===== src/rtl/edge_interval_rx.sv =====
module edge_interval_rx #(
  parameter int DATA_BITS = 8,
  parameter int CNT_W     = 16
) (
  input  logic                 clk,
  input  logic                 rst_n,
  input  logic                 rxd,
  input  logic [CNT_W-1:0]     bit_period,
  output logic [DATA_BITS-1:0] data_out,
  output logic                 data_valid,
  output logic                 frame_err
);
  localparam int NB = DATA_BITS + 1;
  localparam int TW = CNT_W + $clog2(NB + 2) + 1;

  logic          s1, s2, s3, busy;
  logic [TW-1:0] cnt, total, nb;
  logic [NB-1:0] bits_q, bits_app, bits_fill;

  wire [TW-1:0] per   = {{(TW-CNT_W){1'b0}}, bit_period};
  wire [TW-1:0] half  = per >> 1;
  wire [TW-1:0] width = cnt + 1'b1;
  wire [TW-1:0] runs  = (width + half) / per;
  wire [TW-1:0] limit = TW'(NB) * per + half;
  wire          edge_seen = s2 ^ s3;
  wire          done  = busy && (total + width >= limit);
  wire [TW-1:0] nb_sum  = nb + runs;
  wire [TW-1:0] nb_next = (nb_sum > TW'(NB)) ? TW'(NB) : nb_sum;

  always_comb begin
    for (int i = 0; i < NB; i++) begin
      bits_app[i]  = (TW'(i) >= nb && TW'(i) < nb_sum) ? s3 : bits_q[i];
      bits_fill[i] = (TW'(i) >= nb) ? s2 : bits_q[i];
    end
  end

  always_ff @(posedge clk) begin
    if (!rst_n) begin
      s1 <= 1'b1; s2 <= 1'b1; s3 <= 1'b1;
      busy <= 1'b0; cnt <= '0; total <= '0; nb <= '0; bits_q <= '0;
      data_out <= '0; data_valid <= 1'b0; frame_err <= 1'b0;
    end else begin
      s1 <= rxd; s2 <= s1; s3 <= s2;
      data_valid <= 1'b0;
      if (!busy) begin
        if (s3 && !s2) begin
          busy <= 1'b1; cnt <= '0; total <= '0; nb <= '0;
        end
      end else if (done) begin
        busy       <= 1'b0;
        data_valid <= 1'b1;
        data_out   <= bits_fill[NB-1:1];
        frame_err  <= ~s2;
      end else if (edge_seen) begin
        cnt    <= '0;
        total  <= total + width;
        nb     <= nb_next;
        bits_q <= bits_app;
      end else begin
        cnt <= cnt + 1'b1;
      end
    end
  end

  AST_VALID_PULSE: assert property (@(posedge clk) disable iff (!rst_n)
    data_valid |=> !data_valid);
  AST_FRAME_WINDOW: assert property (@(posedge clk) disable iff (!rst_n)
    busy |-> (total + cnt < limit));
  AST_VALID_FROM_FRAME: assert property (@(posedge clk) disable iff (!rst_n)
    data_valid |-> $past(busy));
  AST_DATA_HOLD: assert property (@(posedge clk) disable iff (!rst_n)
    !data_valid |-> $stable(data_out));
  AST_ERR_HOLD: assert property (@(posedge clk) disable iff (!rst_n)
    !data_valid |-> $stable(frame_err));
endmodule


===== config.mk =====
export PLATFORM = sky130hd
export DESIGN_NAME = edge_interval_rx
export DESIGN_NICKNAME = d
export VERILOG_FILES = /design/src/rtl/edge_interval_rx.sv
export SDC_FILE = /design/constraint.sdc
export NUM_CORES = 1
export LEC_CHECK = 0
export BUFFER_PORTS_ARGS = -buffer_cell sky130_fd_sc_hd__buf_4
export CAP_MARGIN = 25
export CORE_MARGIN = 4
export CORE_UTILIZATION = 50
export DETAILED_ROUTE_END_ITERATION = 10
export GPL_ROUTABILITY_DRIVEN = 0
export PLACE_DENSITY = 0.63
export RECOVER_POWER = 100
export SETUP_SLACK_MARGIN = 0.2
export SYNTH_ARGS = -nofsm -noshare
export SYNTH_HDL_FRONTEND = slang
export SYNTH_SLANG_ARGS = --single-unit

===== constraint.sdc =====
create_clock -name clk -period 91.4 [get_ports clk]
set_clock_uncertainty 0.2 [all_clocks]
set_input_delay 18.28 -clock clk [delete_from_list [all_inputs] [get_ports clk]]
set_output_delay 18.28 -clock clk [all_outputs]
set_load 0.1 [all_outputs]

* Yosys cells after proc, flatten, opt, wreduce, memory -nomap -nowiden
Cells that the tools add are included.
** Cells by class
- Add/subtract/negate cells :: 5
- $mul :: 1
- Divide/modulo/power cells :: 1
- $lt $le $gt $ge :: 18
- Equality and inequality tests :: 2
- Muxes and demuxes :: 23
- Bitwise logic cells :: 3
- Reductions and logical operators :: 24
** Operator list (count)
- two-way mux 21 bit :: 11
- greater-or-equal comparator 3 x 21 -> 1 bit, first input constant :: 4
- less-than comparator 3 x 21 -> 1 bit, first input constant :: 4
- adder 21 bit :: 2
- greater-or-equal comparator 2 x 21 -> 1 bit, first input constant :: 2
- less-than comparator 2 x 21 -> 1 bit, first input constant :: 2
- AND reduction 4 bit :: 8
- adder 20 x 15 -> 21 bit :: 1
- adder 21 x 1 -> 21 bit, second input constant :: 1
- adder 21 x 15 -> 21 bit :: 1
- divider 21 x 16 -> 21 bit :: 1
- greater-or-equal comparator 1 x 21 -> 1 bit, first input constant :: 1
- greater-or-equal comparator 21 bit :: 1
- greater-or-equal comparator 4 x 21 -> 1 bit, first input constant :: 1
- > comparator 21 x 4 -> 1 bit, second input constant :: 1
- less-than comparator 1 x 21 -> 1 bit, first input constant :: 1
- less-than comparator 4 x 21 -> 1 bit, first input constant :: 1
- multiplier 4 x 16 -> 20 bit, first input constant :: 1
- two-way mux 1 bit :: 12
- logical AND 1 bit :: 10
- AND reduction 2 bit :: 3
- AND reduction 3 bit :: 1
- != test 2 x 1 -> 1 bit, second input constant :: 1
- != test 2 bit, second input constant :: 1
- other kinds (4) :: 5
** Word-level totals
- Flip-flop bits (word level) :: 85
- Input bits :: 19
- Output and inout bits :: 10

* Logic depth before layout (Yosys ltp)
Gate-level depths: netlist of run 1.
- Word-level depth :: 9
- Depth in mapped cells :: 272
- Depth with buffers taken out :: 253

* Worst setup path after synthesis of run 1
Ideal clock, no wire load.
- Path type :: input-to-reg
- Start :: in bit_period[1]
- End :: reg bits_q[2]
- Setup time :: 0.128 ns
- Arrival time :: 65.351 ns
- Required time :: 91.072 ns
- Path slack :: 25.721 ns
- Stages :: 240
- Buffers on the path :: 20
- Cell sequence :: ha_1 -> fa_1 -> a21o_1 -> a22o_1 -> o21a_1 -> o211ai_1 -> nand2_1 -> nand3_1 -> xnor2_1 -> inv_1 -> ha_1 -> nand3_1 -> nor3_1 -> nand3b_1 -> or4_1 -> nor3_1 -> nand4_1 -> o31ai_1 -> [... 204 more ...] -> ha_1 -> a21o_1 -> a21oi_1 -> o21bai_1 -> a21oi_1 -> o21bai_1 -> a21o_1 -> a21o_1 -> a2111o_1 -> a31oi_1 -> o21ai_0 -> a21o_1 -> a21oi_1 -> mux2i_1 -> nand4b_1 -> nor2_1 -> a311oi_1 -> mux2i_1
** On the way
- Cells in the longest elaborated chain, start to end :: 6
** RTL lines
- start, declared :: line 8 : input logic [CNT_W-1:0] bit_period,
- adder 21 x 15 -> 21 bit or multiplier 4 x 16 -> 20 bit (tied branches) :: line 23, 24
- divider 21 x 16 -> 21 bit or adder 20 x 15 -> 21 bit (tied branches) :: line 23, 24
- adder 21 bit or greater-or-equal comparator 21 bit (tied branches) :: line 27, 26
- less-than comparator 2 x 21 -> 1 bit or logical AND 1 bit (tied branches) :: line 32, 26
- logical AND 1 bit or NOT 1 bit (tied branches)
- AND reduction 4 bit (no source line) (*)
- end signal, assigned :: line 58 : bits_q <= bits_app;
- end, declared :: line 18 : logic [NB-1:0] bits_q, bits_app, bits_fill;
Mark *: on every way between the ends. The rest lies on a longest branch, timed or not.
A chain may end at the register's enable or synchronous reset.

* Worst setup path after layout of run 1
- Start :: in bit_period[2]
- End :: reg bits_q[2]
Same word-level chain as after synthesis.

==> results of run 1 <==
==> cells by family after synthesis <==
kind of cell,after synthesis
compound gates,743
xor+xnor,174
fa+ha+maj,349
buf+inv,260
flops,85
mux,109
simple gates,929
==> Yosys cell counts, types with 26 or more instances <==
library cell / instances / area share (%)
nor2_1: 218 / 4.2
and2_1: 39 / 1.2
a21oi_1: 198 / 5.1
a21o_1: 63 / 2.4
nand3_1: 90 / 2.3
clkbuf_1: 42 / 0.81
dfxtp_1: 85 / 8.7
nand2_1: 227 / 4.4
o211ai_1: 28 / 1.1
xor2_1: 58 / 2.6
or2_2: 27 / 0.86
a211oi_1: 27 / 1.0
inv_1: 186 / 3.6
mux2i_1: 31 / 1.6
o21ai_0: 132 / 3.4
or3_1: 31 / 0.99
nand2b_1: 26 / 0.83
xnor2_1: 114 / 5.1
o21a_1: 81 / 3.1
mux2_2: 67 / 3.9
ha_1: 334 / 21
nand4_1: 41 / 1.3
nor3_1: 99 / 2.5
==> per-stage QoR <==
stage                     util (%)  instances  cell area (sq um)  total power (W)
final                         53.2       3172              20500         0.000196
after global routing          53.2       3172              20500         0.000211
after CTS                     53.4       3172              20600         0.000196
after detailed placement      52.6       3156              20300         0.000156
after global placement        52.5       3153              20300         0.000154
after floorplan                  -       2649              19500         0.000128
==> layout by cell type, fill, tap and decap left out, drive strengths merged, types with 24 or more instances in the layout <==
cell	synthesis	layout
a211oi	28	28
nand2	227	227
nor2b	24	24
a21o	63	63
mux2i	31	31
or3	32	32
o21a	81	81
buf	20	36
and2	39	39
nand3	91	91
nor2	219	219
clkbuf	43	25
nor3	104	104
xor2	59	59
o21ai	139	139
nor4	25	25
ha	334	334
nand2b	26	26
nand4	42	42
o31ai	24	24
o211ai	29	29
xnor2	115	115
mux2	78	78
inv	195	199
or2	28	28
dfxtp	85	85
a21oi	199	199
==> sequential cells by signal (all words and copies together) (netlist names), 8 cells and up <==
signal and count:
bits_q 8, cnt 21, data_out 8, nb 21
total 21
==> worst max-delay path by stage <==
stage                             endpoint  slack, ns
floorplan           bits_q[2]$_SDFFE_PN0P_      25.72
global placement    bits_q[2]$_SDFFE_PN0P_      19.25
detailed placement  bits_q[2]$_SDFFE_PN0P_      17.47
CTS                 bits_q[2]$_SDFFE_PN0P_      17.59
global route        bits_q[6]$_SDFFE_PN0P_       7.71
finish              bits_q[2]$_SDFFE_PN0P_      13.05
==> layout make-up <==
class	instances	area share (%)
Inverter	197	3.62
Tap cell	518	3.15
Sequential cell	85	8.28
Clock buffer	9	1.10
Clock inverter	7	0.420
Timing Repair Buffer	52	1.73
Multi-Input combinational cell	2304	81.7
==> layer usage <==
layer / track usage (%) / part of all wire [%] / vias up
li1: - / - / 9755
met3: 2.54 / 5.3 / 133
met5: 0 / 0 / -
met2: 49.1 / 46 / 637
met1: 38.6 / 45 / 9292
met4: 8.90 / 3.2 / 0
==> where the power goes <==
part	total [W]	switching [W]	internal, W
Combinational	0.000120	0.0000697	0.0000499
Sequential	0.0000374	0.000000238	0.0000372
Clock	0.0000388	0.0000191	0.0000197
==> impl_metrics.toml, run 1 <==
[worst_setup_path]
endpoint_kind = "register"
crit_slowest_cell = "or2_0"
path_depth = 231
rrSetupSlack_ns = 29.68
cp.arrival_ns = 78.39
path_common_cell = "ha_1"
crit_required_ns = 91.44
worstSetupPathType = "in2reg"
cp-start-kind = "primary input"
rr_startpoint = "cnt[0]$_SDFFE_PN0P_"
critPathBufInv = 20
path_max_fanout = 27
r2r-end = "bits_q[2]$_SDFFE_PN0P_"
crit_start = "bit_period[2]"
crit_family = "compound AO/OA/AOI/OAI gates"
cp_slowest_stage_delay_ns = 1.15
rr_worst_depth = 233

[floorplanning]
num_rows = 72
initial_core_util_pct = 50.6
die_h_um = 206
pin_count = 29
core_area_sq_mm = 0.0386
dieArea_sq_mm = 0.0423
die_w_um = 206

[cts]
cts_setup_buffers = 0
clock_path_buffers = 2
cts-root-buf = "clkbuf_16"
clkTransAtPathRegs_ns = 0.08
worstSkewPairLatency_ns = 0.36
post_cts_resized = 0
cts_sinks = 85
htree_num_levels = 3
tritoncts = "done"
cts_buffers = 9
cts.hold.buffers_added = 0

[timing]
fin_hold_ws_ns = 0.238
relSlewSlack_pct = -29.5
final_max_slew_viol_count = 22
finalSetupTns_ns = 0
finalWorstSetupSlack_ns = 13.05
period_share_pct = 85.7
fin_crit_ns = 78.35
setup_violations = 0
worst_pin_slew_ns = 1.94
fmax_mhz = 12.8
finalHoldViolations = 0
rsz0062_at_grt = "false"

[routing]
finalWirelength_mm = 62.6
vias = 19800
ant_nets = 0
dr.pass1.iters = 6
via_per_inst = 6.25
drc = 0
drt_iter0_markers = 1559
avgRoutedWirePerCell_um = 19.7

[grt]
grt_max_degree = 28
grt_antenna_before_repair = 0
overflow = 0
grt.total_usage_pct = 28.8
first_global_vias = 18700
grt_pass1_wl_mm = 98.8

[run_status]
violations = "max-capacitance violations, max-slew violations"
status = "finished, violations left"

[power]
p_per_area_mw_per_mm2 = 9.53
max-vdd-ir-drop_uv = 10.0
p_leak_nw = 9.83

[worst_hold_path]
min_path_type = "reg2reg"
hp-start = "s1$_SDFF_PN1_"
hold_depth = 1
hold-path-endpoint = "s2$_SDFF_PN1_"

[synthesis]
synth-compound-area-share_pct = 25.3
async_reset_ff_share_pct = 0
synth_cell_types = 101
synthSimpleGateAreaFrac_pct = 23.7
avgSynthCellArea_sq_um = 7.38
synth_fp_nets = 3017
synthFlopType = "dfxtp_1"
ys_ff_latch = 85
synth_top_family_by_area = "compound AO/OA/AOI/OAI gates"
syn_inst = 2649
synth_fa_ha_area_share_pct = 22.9
synth_xor_area_share_pct = 7.88
synth_enable_flop_cells = 0
synth_mux_area_share_pct = 6.26
yosysSeqAreaShare_pct = 8.71
synth.cell_area_sq_mm = 0.0195
yosys_warnings = 0

[job]
maxCapViolations = 1

[place]
hpwl_mm = 50.2
io_buffers = 28
place_ws_ns = 17.47

[final_layout]
num-nets-final = 3017
ff_latch_area_sq_mm = 0.00170
fillers = 3750
multi_input_comb_area_sq_mm = 0.0168
antenna_cells = 0
area_growth_pct = 5.16
drive_gt1_share_pct = 7.16
Note: power is estimated with default switching activity, not from simulation.
==> run 2: changes to the inputs <==
--- a/config.mk
+++ b/config.mk
@@ -9,8 +9,8 @@
 export CAP_MARGIN = 25
 export CORE_MARGIN = 4
 export CORE_UTILIZATION = 50
+export CTS_BUF_LIST = sky130_fd_sc_hd__clkbuf_16
 export DETAILED_ROUTE_END_ITERATION = 10
-export GPL_ROUTABILITY_DRIVEN = 0
 export PLACE_DENSITY = 0.63
 export RECOVER_POWER = 100
 export SETUP_SLACK_MARGIN = 0.2
==> constraint.sdc (replaced) <==
create_clock -name clk -period 86.3 [get_ports clk]
set_clock_uncertainty 0.2 [all_clocks]
set_input_delay 17.26 -clock clk [delete_from_list [all_inputs] [get_ports clk]]
set_output_delay 17.26 -clock clk [all_outputs]
set_load 0.1 [all_outputs]
==> run 2 against run 1 <==
Effect of this change: clock-buffer cell count stayed put; the run still ends with max-capacitance violations, max-slew violations left; worst hold slack got worse by 0.0053 ns; critical path type unchanged; clock power grew 5.2%; routed wire length up 0.82%; setup slack got worse by 4.0 ns.
==> impl_metrics.toml, run 2 (same netlist as run 1, synthesis figures left out) <==
[final_layout]
final_common_cell = "ha_1"
num-nets-final = 3017
area_growth_pct = 5.08
antenna_cells = 0
final_cell_mix = "ha_1 (334), nand2_1 (227), nor2_1 (218), a21oi_1 (199), inv_1 (190)"
drive_gt1_share_pct = 7.16
final_area_sq_mm = 0.0205
fillers = 3806
reg.largest.list = "cnt (21), nb (21), total (21)"

[cts]
cts_buffers = 9
clkTransAtPathRegs_ns = 0.08
clock_path_buffers = 2
post_cts_resized = 0
tritoncts = "done"
cts_sinks = 85
htree_num_levels = 3
worstSkewPairLatency_ns = 0.36
cts_setup_buffers = 0
cts.hold.buffers_added = 0
cts-root-buf = "clkbuf_16"

[floorplanning]
num_rows = 72
die_w_um = 206
die_h_um = 206
pin_count = 29
core_area_sq_mm = 0.0386
dieArea_sq_mm = 0.0423
initial_core_util_pct = 50.6

[worst_setup_path]
cp_slowest_stage_delay_ns = 1.22
cp-start-kind = "primary input"
worstSetupPathType = "in2reg"
endpoint_kind = "register"
path_common_cell = "ha_1"
crit_start = "bit_period[2]"
cp.arrival_ns = 77.33
crit_slowest_cell = "or2_0"
rr_startpoint = "cnt[0]$_SDFFE_PN0P_"
crit_required_ns = 86.34
path_max_fanout = 27

[worst_hold_path]
min_path_type = "reg2reg"
hp-start = "s1$_SDFF_PN1_"

[place]
place_area_sq_mm = 0.0203
io_buffers = 28
hpwl_mm = 50.4
gp_congestion = 0.948

[timing]
fmax_mhz = 12.9
rsz0062_at_grt = "false"
worst_pin_slew_ns = 1.81
finalSetupTns_ns = 0
finalHoldViolations = 0
period_share_pct = 89.6
final_max_slew_viol_count = 49
fin_crit_ns = 77.28
relSlewSlack_pct = -20.6
setup_violations = 0
fin_hold_ws_ns = 0.233

[grt]
overflow = 0
grt_max_degree = 28
grt.total_usage_pct = 29.0
grt_antenna_before_repair = 1
grt_pass1_wl_mm = 99.2
first_global_vias = 18600

[power]
p_leak_nw = 9.82
p_per_area_mw_per_mm2 = 10.1
max-vdd-ir-drop_uv = 11.6

[routing]
vias = 19800
avgRoutedWirePerCell_um = 19.9
ant_nets = 0
via_per_inst = 6.24
finalWirelength_mm = 63.2
dr.pass1.iters = 5
drt_iter0_markers = 1451
drc = 0

[run_status]
violations = "max-capacitance violations, max-slew violations"
status = "finished, violations left"

[job]
maxCapViolations = 2
[run 2: changes by cell type in the layout (fill, tap and decap cells not counted)]
cell and delta:
inv_6 -1, inv_2 +1, and2_1 -5, clkinvlp_4 +1, inv_1 -1, clkinv_8 -2
and2_0 +5, clkbuf_1 +1, buf_4 -1, inv_8 +2
[run 2: layer usage]
layer / up-vias / part of all wire [%] / wire length (um) / global-route usage [%]
met1: 9328 / 46 / 29300 / 39.5
li1: 9759 / - / - / -
met2: 592 / 45 / 28600 / 48.6
met5: - / 0 / 0 / 0
met4: 0 / 3.3 / 2110 / 8.95
met3: 126 / 5.0 / 3160 / 2.44
[run 2: path summary, 6_finish.rpt]
| kind | to | slack, ns | cells past startpoint |
|---|---|---|---|
| setup / recovery | bits_q[2]$_SDFFE_PN0P_ | 9.02 | 230 |
| hold / removal | s2$_SDFF_PN1_ | 0.23 | 1 |
| setup reg to reg | bits_q[2]$_SDFFE_PN0P_ | 24.67 | 232 |
| hold reg to reg | s2$_SDFF_PN1_ | 0.23 | 1 |
[run 2: power by group]
part / switching, W / total [W] / internal, W
logic: 0.0000740 / 0.000127 / 0.0000529
clock network: 0.0000202 / 0.0000408 / 0.0000206
registers: 0.000000246 / 0.0000396 / 0.0000394
[run 2: metrics by stage]
step	setup WS, ns	cells	total power [W]	utilization [%]
3_3_place_gp	14.89	3153	0.000163	52.5
2_1_floorplan	21.64	2649	0.000136	-
3_5_place_dp	13.32	3156	0.000165	52.6
4_1_cts	13.44	3172	0.000207	53.4
5_1_grt	3.97	3172	0.000222	53.1
6_report	9.02	3172	0.000207	53.1
[run 2: area by class of cell]
type	instances	area [sq um]	area share, %
clock buffer	9	225	1.10
clock inverter	7	75.1	0.366
inverter	197	744	3.63
multi-input combinational	2304	16800	81.8
sequential	85	1700	8.29
tap	518	648	3.16
timing repair buffer	52	352	1.71
[run 2: critical path: cells and delay by family]
kind / cells / cell delay, ns
buffers and inverters: 21 / 5.46
multiplexers: 9 / 2.84
XOR/XNOR: 1 / 0.18
AND/OR/NAND/NOR: 50 / 12.17
adder cells (fa/ha/maj): 23 / 7.56
AO/OA/AOI/OAI: 126 / 31.72
